--- src/rtl/irqc_gr_pkg.sv ---
package irqc_gr_pkg;

    typedef enum logic [3:0] {
        SEL_NONE,
        SEL_BAD,
        SEL_FEAT,
        SEL_CFG,
        SEL_VEND,
        SEL_PRST,
        SEL_IPI,
        SEL_SPUR,
        SEL_TFREQ
    } gr_sel_e;

    typedef enum logic [0:0] {
        ST_RUN,
        ST_SOFTRST
    } gr_state_e;

    // Row = address bits 7:4 of an aligned offset
    localparam logic [3:0] ROW_FEAT  = 4'h0;
    localparam logic [3:0] ROW_CFG   = 4'h2;
    localparam logic [3:0] ROW_VEND  = 4'h8;
    localparam logic [3:0] ROW_PRST  = 4'h9;
    localparam logic [3:0] ROW_IPI0  = 4'hA;
    localparam logic [3:0] ROW_SPUR  = 4'hE;
    localparam logic [3:0] ROW_TFREQ = 4'hF;

    localparam logic [7:0]  SPUR_RST  = 8'hFF;
    localparam logic [31:0] TFREQ_RST = 32'h003F_7A00;
    localparam int          SOFT_BIT  = 31;

endpackage

--- src/rtl/irqc_gr_decode.sv ---
module irqc_gr_decode
    import irqc_gr_pkg::*;
#(
    parameter int ADDR_W = 8,
    parameter int N_IPI  = 4
) (
    input  logic [ADDR_W-1:0] addr,
    output gr_sel_e           sel,
    output logic [N_IPI-1:0]  ipi_onehot
);
    logic [3:0] row;
    logic       aligned;

    assign row     = addr[7:4];
    assign aligned = (addr[3:0] == 4'h0);

    always_comb begin
        sel = SEL_NONE;
        if (!aligned) begin
            sel = SEL_BAD;
        end else begin
            unique case (row)
                ROW_FEAT:  sel = SEL_FEAT;
                ROW_CFG:   sel = SEL_CFG;
                ROW_VEND:  sel = SEL_VEND;
                ROW_PRST:  sel = SEL_PRST;
                ROW_SPUR:  sel = SEL_SPUR;
                ROW_TFREQ: sel = SEL_TFREQ;
                default:   sel = (ipi_onehot != '0) ? SEL_IPI : SEL_NONE;
            endcase
        end
    end

    for (genvar k = 0; k < N_IPI; k++) begin : g_ipi
        assign ipi_onehot[k] = aligned && (row == ROW_IPI0 + 4'(k));
    end

endmodule

--- src/rtl/irqc_gr_ctrl_fsm.sv ---
module irqc_gr_ctrl_fsm
    import irqc_gr_pkg::*;
(
    input  logic clk,
    input  logic rst_n,
    input  logic soft_req,
    output logic accept,
    output logic ctl_reset
);
    gr_state_e state_q, state_d;

    always_comb begin
        state_d = state_q;
        unique case (state_q)
            ST_RUN:     if (soft_req) state_d = ST_SOFTRST;
            ST_SOFTRST: state_d = ST_RUN;
            default:    state_d = ST_RUN;
        endcase
    end

    always_ff @(posedge clk or negedge rst_n) begin
        if (!rst_n) state_q <= ST_RUN;
        else        state_q <= state_d;
    end

    always_comb begin
        accept    = (state_q == ST_RUN);
        ctl_reset = (state_q == ST_SOFTRST);
    end

endmodule

--- src/rtl/irqc_gr_regs.sv ---
module irqc_gr_regs
    import irqc_gr_pkg::*;
#(
    parameter int N_CPU = 2
) (
    input  logic              clk,
    input  logic              rst_n,
    input  logic              wr_ok,
    input  gr_sel_e           sel,
    input  logic [31:0]       wdata,
    output logic [31:0]       cfg_q,
    output logic [7:0]        spur_q,
    output logic [31:0]       tfreq_q,
    output logic [N_CPU-1:0]  cpu_rst_q
);
    always_ff @(posedge clk or negedge rst_n) begin
        if (!rst_n) begin
            cfg_q     <= '0;
            spur_q    <= SPUR_RST;
            tfreq_q   <= TFREQ_RST;
            cpu_rst_q <= '0;
        end else begin
            cpu_rst_q <= (wr_ok && sel == SEL_PRST) ? wdata[N_CPU-1:0] : '0;
            if (wr_ok) begin
                unique case (sel)
                    SEL_CFG: begin
                        cfg_q <= {1'b0, wdata[30:0]};
                        if (wdata[SOFT_BIT]) begin
                            spur_q  <= SPUR_RST;
                            tfreq_q <= TFREQ_RST;
                        end
                    end
                    SEL_SPUR:  spur_q  <= wdata[7:0];
                    SEL_TFREQ: tfreq_q <= wdata;
                    default: ;
                endcase
            end
        end
    end

endmodule

--- src/rtl/irqc_global_regs.sv ---
module irqc_global_regs
    import irqc_gr_pkg::*;
#(
    parameter int          ADDR_W    = 8,
    parameter int          N_EXT_SRC = 16,
    parameter int          N_CPU     = 2,
    parameter int          N_IPI     = 4,
    parameter logic [7:0]  VERSION   = 8'h03,
    parameter logic [31:0] VENDOR    = 32'h0
) (
    input  logic              clk,
    input  logic              rst_n,
    input  logic [ADDR_W-1:0] addr,
    input  logic              wr_en,
    input  logic [31:0]       wdata,
    input  logic              rd_en,
    output logic [31:0]       rdata,
    output logic [N_IPI-1:0]  ipi_wr,
    output logic [31:0]       ipi_wdata,
    output logic              ctl_reset,
    output logic [N_CPU-1:0]  cpu_reset
);
    localparam logic [31:0] FEATURE = {5'b0, 11'(N_EXT_SRC - 1), 3'b0,
                                       5'(N_CPU - 1), VERSION};

    gr_sel_e            sel;
    logic [N_IPI-1:0]   ipi_hit;
    logic               accept;
    logic               wr_ok;
    logic               soft_req;
    logic [31:0]        cfg_q;
    logic [7:0]         spur_q;
    logic [31:0]        tfreq_q;

    irqc_gr_decode #(.ADDR_W(ADDR_W), .N_IPI(N_IPI)) u_dec (
        .addr       (addr),
        .sel        (sel),
        .ipi_onehot (ipi_hit)
    );

    assign wr_ok    = wr_en && accept;
    assign soft_req = wr_ok && (sel == SEL_CFG) && wdata[SOFT_BIT];

    irqc_gr_ctrl_fsm u_fsm (
        .clk       (clk),
        .rst_n     (rst_n),
        .soft_req  (soft_req),
        .accept    (accept),
        .ctl_reset (ctl_reset)
    );

    irqc_gr_regs #(.N_CPU(N_CPU)) u_regs (
        .clk       (clk),
        .rst_n     (rst_n),
        .wr_ok     (wr_ok),
        .sel       (sel),
        .wdata     (wdata),
        .cfg_q     (cfg_q),
        .spur_q    (spur_q),
        .tfreq_q   (tfreq_q),
        .cpu_rst_q (cpu_reset)
    );

    assign ipi_wr    = wr_ok ? ipi_hit : '0;
    assign ipi_wdata = wdata;

    always_comb begin
        rdata = '0;
        if (rd_en) begin
            unique case (sel)
                SEL_BAD:   rdata = '1;
                SEL_FEAT:  rdata = FEATURE;
                SEL_CFG:   rdata = cfg_q;
                SEL_VEND:  rdata = VENDOR;
                SEL_SPUR:  rdata = {24'b0, spur_q};
                SEL_TFREQ: rdata = tfreq_q;
                default:   rdata = '0;
            endcase
        end
    end

endmodule

--- config.mk ---
export PLATFORM = sky130hd
export DESIGN_NAME = irqc_global_regs
export DESIGN_NICKNAME = d
export VERILOG_FILES = /design/src/rtl/irqc_gr_pkg.sv /design/src/rtl/irqc_gr_decode.sv /design/src/rtl/irqc_gr_ctrl_fsm.sv /design/src/rtl/irqc_gr_regs.sv /design/src/rtl/irqc_global_regs.sv
export SDC_FILE = /design/constraint.sdc
export NUM_CORES = 1
export LEC_CHECK = 0
export BUFFER_PORTS_ARGS = -buffer_cell sky130_fd_sc_hd__buf_2
export CORE_MARGIN = 2
export CORE_UTILIZATION = 53
export CTS_CLUSTER_DIAMETER = 100
export DETAILED_ROUTE_END_ITERATION = 8
export PLACE_DENSITY = 0.8
export SETUP_SLACK_MARGIN = 0.3
export SLEW_MARGIN = 20
export SYNTH_ARGS = -nofsm -noshare
export SYNTH_HDL_FRONTEND = slang
export SYNTH_HIERARCHICAL = 1
export SYNTH_SLANG_ARGS = --single-unit
--- constraint.sdc ---
create_clock -name clk -period 3.95 [get_ports clk]
set_input_delay 0.5925 -clock clk [delete_from_list [all_inputs] [get_ports clk]]
set_output_delay 0.5925 -clock clk [all_outputs]
set_load 0.01 [all_outputs]
==> results of run 1 <==
[path summary, 6_finish.rpt]
| path | slack [ps] | endpoint | startpoint | depth (start not counted) |
|---|---|---|---|---|
| max in group asynchronous | 2990 | u_regs/tfreq_q[31] | rst_n | 1 |
| worst min register to register | 460 | u_fsm/ctl_reset | u_fsm/ctl_reset | 1 |
| worst max register to register | 2110 | u_regs/tfreq_q[15] | u_fsm/ctl_reset | 5 |
| worst min-delay path | 360 | u_regs/cfg_q[4] | rst_n | 1 |
| worst max-delay path | 440 | rdata[10] | addr[1] | 9 |
| min in group clk | 460 | u_fsm/ctl_reset | u_fsm/ctl_reset | 1 |
[power by group]
part,internal (mW),switching [mW]
registers,0.892,0.0504
logic,0.155,0.152
clock network,0.227,0.283
total,1.27,0.485
[Yosys cell counts, types with 2 or more instances]
| library cell | number |
|---|---|
| dfrtp_1 | 55 |
| buf_4 | 37 |
| mux2_1 | 30 |
| nand2b_1 | 30 |
| nor3_2 | 24 |
| a22o_1 | 21 |
| a22oi_1 | 19 |
| dfstp_2 | 19 |
| o22a_1 | 11 |
| buf_2 | 10 |
| nand2_1 | 10 |
| mux2_2 | 9 |
| buf_6 | 8 |
| a32oi_1 | 7 |
| clkbuf_1 | 7 |
| o211ai_1 | 7 |
| a211oi_2 | 6 |
| a21bo_2 | 6 |
| nor2_1 | 6 |
| or3b_1 | 6 |
| and3_1 | 4 |
| nor2b_1 | 4 |
| and2_1 | 3 |
| nand3b_1 | 3 |
| and4b_1 | 2 |
| inv_1 | 2 |
| nand3_1 | 2 |
| nor2_4 | 2 |
| nor3_1 | 2 |
| nor3b_1 | 2 |
| nor3b_2 | 2 |
| nor4_1 | 2 |
[repair_timing]
item | CTS | global route
endpoints found under the setup margin | 0 | 27
buffers inserted | 0 | 2
gates resized for setup | 0 | 1
endpoints found under the hold margin | 0 | 0
[metal layers]
metal,track usage,up-vias,part of all wire
li1,-,1496,-
met1,0.311,1650,0.44
met2,0.377,99,0.50
met3,0.0575,6,0.054
met4,0.0604,0,0.0077
met5,0,-,0
[state kept, by name (all words and copies together), names as in the netlist]
name / count
u_fsm/ctl_reset: 1
u_regs/tfreq_q: 32
u_regs/cfg_q: 31
u_regs/spur_q: 8
u_regs/cpu_rst_q: 2
[final cells by class]
class,instances,area [um^2],share of cell area
multi-input combinational,236,2040,0.415
sequential,74,1880,0.380
inverter,2,7.51,0.00152
timing repair buffer,127,699,0.142
tap,105,131,0.0266
clock inverter,6,43.8,0.00888
clock buffer,10,128,0.0259
[stage by stage]
stage | setup slack [ps] | total power [mW] | cell area (um^2)
5_1_grt | 298 | 1.86 | 4930
3_3_place_gp | 426 | 1.25 | 4730
2_1_floorplan | 585 | 1.15 | 4360
6_report | 444 | 1.76 | 4930
4_1_cts | 364 | 1.78 | 4900
3_5_place_dp | 355 | 1.27 | 4730
[cell families (layout without fill, tap and decap cells)]
| group | Yosys count | count (layout) | share of synthesized area |
|---|---|---|---|
| simple gates | 111 | 111 | 0.194 |
| compound gates | 85 | 85 | 0.171 |
| flops | 74 | 74 | 0.430 |
| buf+inv | 64 | 145 | 0.104 |
| mux | 39 | 39 | 0.101 |
| other cells | 1 | 1 | 0.000860 |
[worst reg2reg max path, stage by stage, from the launching register on]
cell and delay [ps]:
dfrtp_1 400, inv_1 100, and2_1 230, nor2b_1 300
and2_2 520, a22o_1 240
==> summary.md, run 1 <==
| Metric | Value |
|---|---|
| Status | finished clean |
| Max Slew Vio Count | 0 |
| Vias | 3,251 |
| RSZ-0062 raised after global routing | yes |
| Pwr/cell area | 357 mW/mm^2 |
| Util after Layout | 0.609 |
| Vias in the first global route | 3,185 |
| Fmax | 285 MHz |
| First-pass GRT wire length | 16,100 um |
| Most common cell after layout, fill and taps aside | buf_2 |
| Die width | 94.7 um |
| Die Y | 94.7 um |
| Fraction of final layout cells sized beyond drive strength 1 | 0.484 |
| Hold Fails Final Rpt | 0 |
| Critical path, cell by cell | buf_2 > nor4_4 > and3_2 > nor4b_4 > buf_12 > a211oi_4 > buf_12 > nor3_2 > buf_2 |
| Syn Nets | 418 |
| Placed instance count | 542 |
| Post-synth EDFFs | 0 |
| Synth async-reset ratio | 1.00 |
| Final min period | 3510 ps |
| Finished Layout Cells | 560 |
| Clock latency on the worst-skew pair | 350 ps |
| Max Cap Violations | 0 |
| Cells after Synth | 374 |
| Fin crit share | 0.888 |
| Clock root cell | clkbuf_8 |
| Yosys warnings | 6 |
| Synth Register Bits | 74 |
| Fillers | 704 |
| I/O pin count | 115 |
| Slowest-stage cell, CP | a211oi_4 |
| Core area | 0.00809 mm^2 |
| Overall routing resource usage | 0.232 |
| GP Congestion | 0.776 |
| Area contributors post-synth | dfrtp_1 (32%), dfstp_2 (11%), mux2_1 (7.7%) |
| Post-DR vias/cell | 5.81 |
| Critical path's top delay family | simple AND/OR/NAND/NOR gates |
| Syn Std Cell Area | 0.00436 mm^2 |
| Worst min path class | input pin to async pin |
| Dominant synthesized flop cell | dfrtp_1 |
| Clk slew on worst S/H paths | 70 ps |
| Setup_tns | 0 ps |
| Initial DRC count | 281 |
| # diodes | 0 |
| Starting Density | 0.539 |
| Worst VDD drop | 0.000224 V |
| Fin nets | 494 |
| Largest area contributor in the synthesized netlist | dfrtp_1 |
| Hold WS | 357 ps |
| Post-CTS Hold Buffers | 0 |
| Worst slew pin tran | 1080 ps |
| Setup CP Type | input pin to primary output |
| Slew Limit Headroom | 0.279 |
| 1st-pass router iterations | 4 |
| TritonCTS buffer count | 9 |
| Clock Path Buffers | 2 |
| CTS tree | built |
| H-tree depth | 3 |
| Port bufs | 114 |
| DP HPWL | 6620 um |
| Largest net degree at the start of global routing | 75 |
| Mapped Avg Cell Area | 11.7 um^2 |
| DRT Wirelength | 9920 um |
| Sequential-to-total area share from yosys stat | 0.430 |
| Row cnt | 33 |
| Setup-failing EPs final | 0 |
| Grt ovf | 0 |
| Worst setup SP type | input pin |
| Leakage Power | 2.27 nW |
| CP Capture Type | primary output |
| Distinct cells, synth | 48 |
| CP max stage delay | 540 ps |
| Synth top area share | 0.315 |
| Routed Antenna Nets | 0 |
| Die ar. | 0.00897 mm^2 |
| DR WL/cell | 17.7 um |
| Drt drc | 0 |
| Commonest cells after routing, fill and taps aside | buf_2 (113), dfrtp_1 (55), nand2b_1 (30), mux2_1 (30), nor3_2 (25) |
| Antenna violations before repair | 0 |
| CTS Sinks | 74 |
| Worst Path Arrival | 2910 ps |
| P&R area growth vs syn | 13.0% |
| Post-Route Skew | 4.02 ps |
| Worst Path Buf+Inv | 4 |
| Crit Path Max Fanout | 24 |
| Worst EP required | 3360 ps |
No activity file was read; power rests on OpenSTA's default activity.
==> run 2, diff against run 1 <==
CORE_UTILIZATION = 52   (was 53)
SYNTH_HIERARCHICAL = not set   (was 1)
==> summary.md, run 2 <==
| Metric | Value |
|---|---|
| Fmax | 340 MHz |
| Vias | 2,967 |
| # resized after CTS | 0 |
| Fin crit share | 0.745 |
| Max Cap Violations | 0 |
| Pwr/cell area | 382 mW/mm^2 |
| Final worst setup slack | 1010 ps |
| Initial DRC count | 215 |
| Largest area contributor in the synthesized netlist | dfrtp_1 |
| Synth async-reset ratio | 1.00 |
| Final min period | 2940 ps |
| GP Congestion | 0.766 |
| R2R Path Start | u_fsm.ctl_reset |
| RSZ-0062 raised after global routing | no |
| Post-DR vias/cell | 5.92 |
| Port bufs | 114 |
| Clock Path Buffers | 2 |
| Die ar. | 0.00814 mm^2 |
| CTS tree | built |
| Commonest cells after routing, fill and taps aside | buf_2 (113), dfrtp_1 (55), nor2b_1 (22), a22o_1 (20) |
| Clk slew on worst S/H paths | 80 ps |
| Setup bufs post-CTS | 0 |
| Largest regs | u_regs.tfreq_q: 32 flops, u_regs.cfg_q: 31 flops, u_regs.spur_q: 8 flops |
| Max Slew Vio Count | 0 |
| Area contributors post-synth | dfrtp_1 (36%), dfstp_2 (13%), buf_4 (6.8%) |
| Worst slew pin tran | 1050 ps |
| DRT Wirelength | 8900 um |
| Worst Path Arrival | 2350 ps |
| Yosys warnings | 0 |
| Sequential-to-total area share from yosys stat | 0.485 |
| Hold Fails Final Rpt | 0 |
| 1st-pass router iterations | 4 |
| DR WL/cell | 17.8 um |
| Commonest cells post-synth | dfrtp_1 (55), buf_4 (35), nor2b_1 (22) |
| Synth Register Bits | 74 |
| Worst setup SP type | input pin |
| Place WS | 1030 ps |
| Synth top area share | 0.356 |
| Largest family of logic cells by synthesized area | compound AO/OA/AOI/OAI gates |
| Complex-gate fraction of the synthesized area | 0.188 |
| Post-Synth Simple-Gate Area | 0.0987 |
| Core area | 0.00721 mm^2 |
| Post-CTS Hold Buffers | 0 |
| Vias in the first global route | 2,859 |
| Max reg flops | 32 |
| Cells after Synth | 327 |
| Distinct cells, synth | 38 |
| P&R area growth vs syn | 15.3% |
| Worst min path class | input pin to async pin |
| H-tree depth | 3 |
| CTS Sinks | 74 |
| First-pass GRT wire length | 14,500 um |
| Syn Std Cell Area | 0.00386 mm^2 |
| Critical Path Start | addr[3] |
| Die width | 90.2 um |
| Fin nets | 441 |
| Setup-failing EPs final | 0 |
| # diodes | 0 |
| Grt ovf | 0 |
| Setup_tns | 0 ps |
| Starting Density | 0.536 |
| Routed Antenna Nets | 0 |
| Synth Area in Adders | 0 |
| Syn Nets | 371 |
| Post-synth EDFFs | 0 |
| Crit Path Max Fanout | 16 |
| Leakage Power | 2.28 nW |
| Largest net degree at the start of global routing | 75 |
| Mapped Avg Cell Area | 11.8 um^2 |
| Post-Route Skew | 6.66 ps |
| Worst EP required | 3360 ps |
| Die Y | 90.2 um |
| Clock latency on the worst-skew pair | 360 ps |
| Synth Area in XOR/XNOR | 0 |
| Fillers | 597 |
| Biggest register | u_regs.tfreq_q |
| Row cnt | 31 |
| Setup CP Type | input pin to primary output |
| Antenna violations before repair | 0 |
| Most common cell after layout, fill and taps aside | buf_2 |
| Fraction of final layout cells sized beyond drive strength 1 | 0.423 |
| Status | finished clean |
| CP Capture Type | primary output |
| TritonCTS buffer count | 9 |
| Top-count cell post-synth | dfrtp_1 |
| I/O pin count | 115 |
| DP HPWL | 5850 um |
| Mux share of post-synthesis cell area | 0.123 |
| Worst VDD drop | 0.000227 V |
| Overall routing resource usage | 0.224 |
| Slew Limit Headroom | 0.301 |
| Dominant synthesized flop cell | dfrtp_1 |
| Clock root cell | clkbuf_8 |
| Drt drc | 0 |
run 2: cell types whose count changed after synthesis, sizes merged, moves of 9 or more:
| cell | change |
|---|---|
| a221oi | +18 |
| nor3 | -25 |
| a21oi | +10 |
| nand2b | -30 |
| mux2i | +9 |
| a21boi | +12 |
| a22oi | -15 |
| nor2b | +18 |
run 2: final cells by class:
type                            instances  area (um^2)  share of cell area
Clock buffer                           10          128              0.0286
Clock inverter                          6         91.3              0.0205
Sequential cell                        74         1880               0.421
Tap cell                               99          124              0.0278
Multi-Input combinational cell        183         1590               0.357
Inverter                               10         37.5             0.00842
Timing Repair Buffer                  119          611               0.137
run 2: kinds of logic after synthesis:
family / after synthesis
buffers and inverters: 70
DFF: 74
muxes: 40
and+or+nand+nor: 54
AOI/OAI and AO/OA: 89
run 2: metrics by stage:
| stage | utilization | power [mW] | instances | hold WS (ps) | area (um^2) |
|---|---|---|---|---|---|
| 4_1_cts | 0.618 | 1.71 | 501 | 397 | 4460 |
| 3_3_place_gp | 0.587 | 1.05 | 485 | 449 | 4240 |
| 6_report | 0.618 | 1.70 | 501 | 348 | 4460 |
| 3_5_place_dp | 0.587 | 1.06 | 485 | 456 | 4240 |
| 2_1_floorplan | - | 0.980 | 327 | 297 | 3860 |
| 5_1_grt | 0.618 | 1.77 | 501 | 439 | 4460 |
run 2: worst paths after layout:
path,end,slack [ps],cells after the start
min reg2reg,u_regs.spur_q[7],470,2
max,rdata[30],1010,6
max reg2reg,u_regs.tfreq_q[3],1820,3
min in group clk,u_regs.spur_q[7],470,2
min,u_regs.cpu_rst_q[1],350,1
max in group asynchronous,u_regs.cfg_q[9],2990,1
run 2: per-layer routing:
layer	track usage	part of all wire
met3	0.0436	0.063
met5	0	0
met2	0.346	0.47
met1	0.315	0.45
met4	0.0872	0.013
run 2: worst max-delay path: stages:
cell and delay [ps]:
buf_2 120, or4_1 860, buf_4 320, a221oi_1 230
nor2b_1 70, buf_2 140
run 2: report_power, final:
group | leakage (nW) | switching (mW) | internal, mW | total, mW
logic | 1.22 | 0.115 | 0.0951 | 0.210
clock network | 0.0987 | 0.298 | 0.357 | 0.655
registers | 0.957 | 0.0245 | 0.812 | 0.837
==> run 3, diff against run 2 <==
ABC_AREA = 1   (was not set)
CORE_UTILIZATION = 53   (was 52)
clock period = 3.05 ns   (was 3.95 ns; I/O delays follow)
==> summary.md, run 3 <==
| Metric | Value |
|---|---|
| Status | finished clean |
| Synth Area in XOR/XNOR | 0 |
| Fin crit share | 0.876 |
| CP Capture Type | primary output |
| Worst Path Arrival | 2210 ps |
| Sw frac | 0.287 |
| Sw power | 0.684 mW |
| Most common cell after layout, fill and taps aside | nand2_1 |
| Clock Path Buffers | 2 |
| Slew Limit Headroom | 0.372 |
| Syn Std Cell Area | 0.00432 mm^2 |
| Synth Register Bits | 74 |
| Cells after Synth | 613 |
| Final min period | 2670 ps |
| Clock root cell | clkbuf_8 |
| Antenna violations before repair | 0 |
| Fillers | 723 |
| Biggest register | u_regs.tfreq_q |
| Commonest cells post-synth | nand2_1 (259), nand3_1 (60), dfrtp_1 (55) |
| Vias in the first global route | 4,036 |
| Clock power frac | 0.312 |
| Core area | 0.00781 mm^2 |
| Multi-input logic area | 0.00188 mm^2 |
| Port bufs | 114 |
| Worst min path class | input pin to async pin |
| GP Congestion | 0.799 |
| 1st-pass router iterations | 5 |
| # diodes | 0 |
| Setup slack, reg-to-reg | 1040 ps |
| Flop pwr share | 0.529 |
| First-pass GRT wire length | 18,100 um |
| Worst slew pin tran | 941 ps |
| Largest family of logic cells by synthesized area | simple AND/OR/NAND/NOR gates |
| I/O pin count | 115 |
| Setup-failing EPs final | 0 |
| Max Slew Vio Count | 0 |
| Largest net degree at the start of global routing | 75 |
| Post-Route Skew | 15.1 ps |
| H-tree depth | 3 |
| Complex-gate fraction of the synthesized area | 0.0428 |
| Syn Nets | 657 |
| Synth Area in Adders | 0 |
| Vias | 4,226 |
| Post-Synth Simple-Gate Area | 0.382 |
| Initial DRC count | 302 |
| CTS tree | built |
| Hold Fails Final Rpt | 0 |
| Largest regs | u_regs.tfreq_q: 32 flops, u_regs.cfg_q: 31 flops, u_regs.spur_q: 8 flops |
| Largest area contributor in the synthesized netlist | dfrtp_1 |
| Pwr/cell area | 467 mW/mm^2 |
| CTS Sinks | 74 |
| Max Cap Violations | 0 |
| Clk slew on worst S/H paths | 80 ps |
| Synth async-reset ratio | 1.00 |
| Overall routing resource usage | 0.256 |
| Worst setup SP type | input pin |
| Area contributors post-synth | dfrtp_1 (32%), nand2_1 (22%), dfstp_2 (12%) |
| Die width | 94.3 um |
| Fraction of final layout cells sized beyond drive strength 1 | 0.276 |
| Leakage Power | 2.79 nW |
| Max reg flops | 32 |
| Setup_tns | 0 ps |
| Dominant synthesized flop cell | dfrtp_1 |
| Post-synth EDFFs | 0 |
| Distinct cells, synth | 27 |
| Int Pwr | 1.70 mW |
| Util after Layout | 0.654 |
| DP HPWL | 7270 um |
| DR WL/cell | 14.0 um |
| Drt drc | 0 |
| Worst VDD drop | 0.000241 V |
| Sequential Area | 0.00188 mm^2 |
| Yosys warnings | 0 |
| Fin nets | 742 |
| Worst EP required | 2590 ps |
| TritonCTS buffer count | 9 |
| Mapped Avg Cell Area | 7.05 um^2 |
| Routed Antenna Nets | 0 |
| DRT Wirelength | 11,300 um |
| Fmax | 374 MHz |
| Die Y | 94.3 um |
| P&R area growth vs syn | 18.1% |
| RSZ-0062 raised after global routing | yes |
| Crit Path Max Fanout | 45 |
| Setup CP Type | input pin to primary output |
| Mux share of post-synthesis cell area | 0 |
| Grt ovf | 0 |
| Row cnt | 32 |
| Sequential-to-total area share from yosys stat | 0.434 |
| Die ar. | 0.00890 mm^2 |
| Clock latency on the worst-skew pair | 350 ps |
| Starting Density | 0.554 |
| Top-count cell post-synth | nand2_1 |
| Synth top area share | 0.318 |
| Commonest cells after routing, fill and taps aside | nand2_1 (258), buf_2 (113), nand3_1 (60), dfrtp_1 (55), inv_1 (52) |
| Post-DR vias/cell | 5.25 |
| Comb pwr share | 0.159 |
==> run 3: cell types whose count changed in the layout (fill, tap and decap cells not counted), moves of 10 or more <==
cell	delta
nand2_1	+256
nand3_1	+58
inv_1	+42
nor2_1	+29
nor2b_1	-22
a22o_1	-20
nand4_1	+20
mux2_1	-19
o21ai_1	+19
a221oi_1	-18
buf_4	+16
a21boi_0	-13
o22a_1	-12
mux2_4	-10
==> run 3: cell type report <==
| cell class | count | area share |
|---|---|---|
| Timing Repair Buffer | 139 | 0.161 |
| Inverter | 55 | 0.0412 |
| Multi-Input combinational cell | 419 | 0.369 |
| Tap cell | 102 | 0.0250 |
| Clock inverter | 5 | 0.0110 |
| Clock buffer | 11 | 0.0257 |
| Sequential cell | 74 | 0.367 |
==> run 3: power groups by stage <==
stage | logic, mW | registers (mW) | clock network [mW]
CTS | 0.372 | 1.26 | 0.743
finish | 0.380 | 1.26 | 0.745
global route | 0.433 | 1.28 | 0.795
detailed placement | 0.369 | 1.28 | 0
global placement | 0.353 | 1.27 | 0
floorplan | 0.251 | 1.25 | 0
==> run 3: critical path, stage by stage <==
cell,delay (ps)
buf_2,170
nand2_1,80
inv_2,80
nand3_1,150
nor2_4,170
buf_4,430
nand2_1,90
nand2_1,90
inv_1,40
a21oi_1,220
buf_2,180
==> run 3: cell families (layout without fill, tap and decap cells) <==
family          Yosys count  after routing
simple gates            388            389
compound gates           30             30
flops                    74             74
buf+inv                 121            210
==> run 3: routing by layer <==
layer / wire length [um] / part of all wire / vias to the layer above / global-route usage
met3: 748 / 0.066 / 21 / 0.0457
met2: 5540 / 0.49 / 176 / 0.438
met1: 4770 / 0.42 / 1977 / 0.326
met5: 0 / 0 / - / 0
met4: 216 / 0.019 / 0 / 0.0954
li1: - / - / 2052 / -
==> run 3: through the flow <==
stage,power [mW],instance area (um^2),hold slack (ps),instances,worst slack (ps)
after detailed placement,1.65,4760,455,779,6.75
after CTS,2.37,4960,286,795,319
final,2.39,5110,236,805,378
after global routing,2.51,5110,321,805,266
after floorplan,1.50,4320,162,613,690
after global placement,1.62,4760,449,779,47.2
==> run 3: what timing repair did <==
action                     in CTS  in global routing
pin swaps                       0                  3
setup endpoints to repair      31                 38
resized for setup               2                  8
gates cloned                    0                  3
buffers inserted                0                  7
hold buffers                    0                  0
==> run 3: final timing paths <==
path | startpoint | endpoint | cells past startpoint
min in group clk | wdata[4] | u_regs.tfreq_q[4] | 3
max in group asynchronous | rst_n | u_regs.cfg_q[24] | 1
worst max-delay path | addr[6] | rdata[8] | 11
worst min-delay path | rst_n | u_regs.tfreq_q[5] | 1
worst min register to register | u_regs.tfreq_q[16] | u_regs.tfreq_q[16] | 2
worst max register to register | u_fsm.ctl_reset | u_regs.tfreq_q[7] | 4
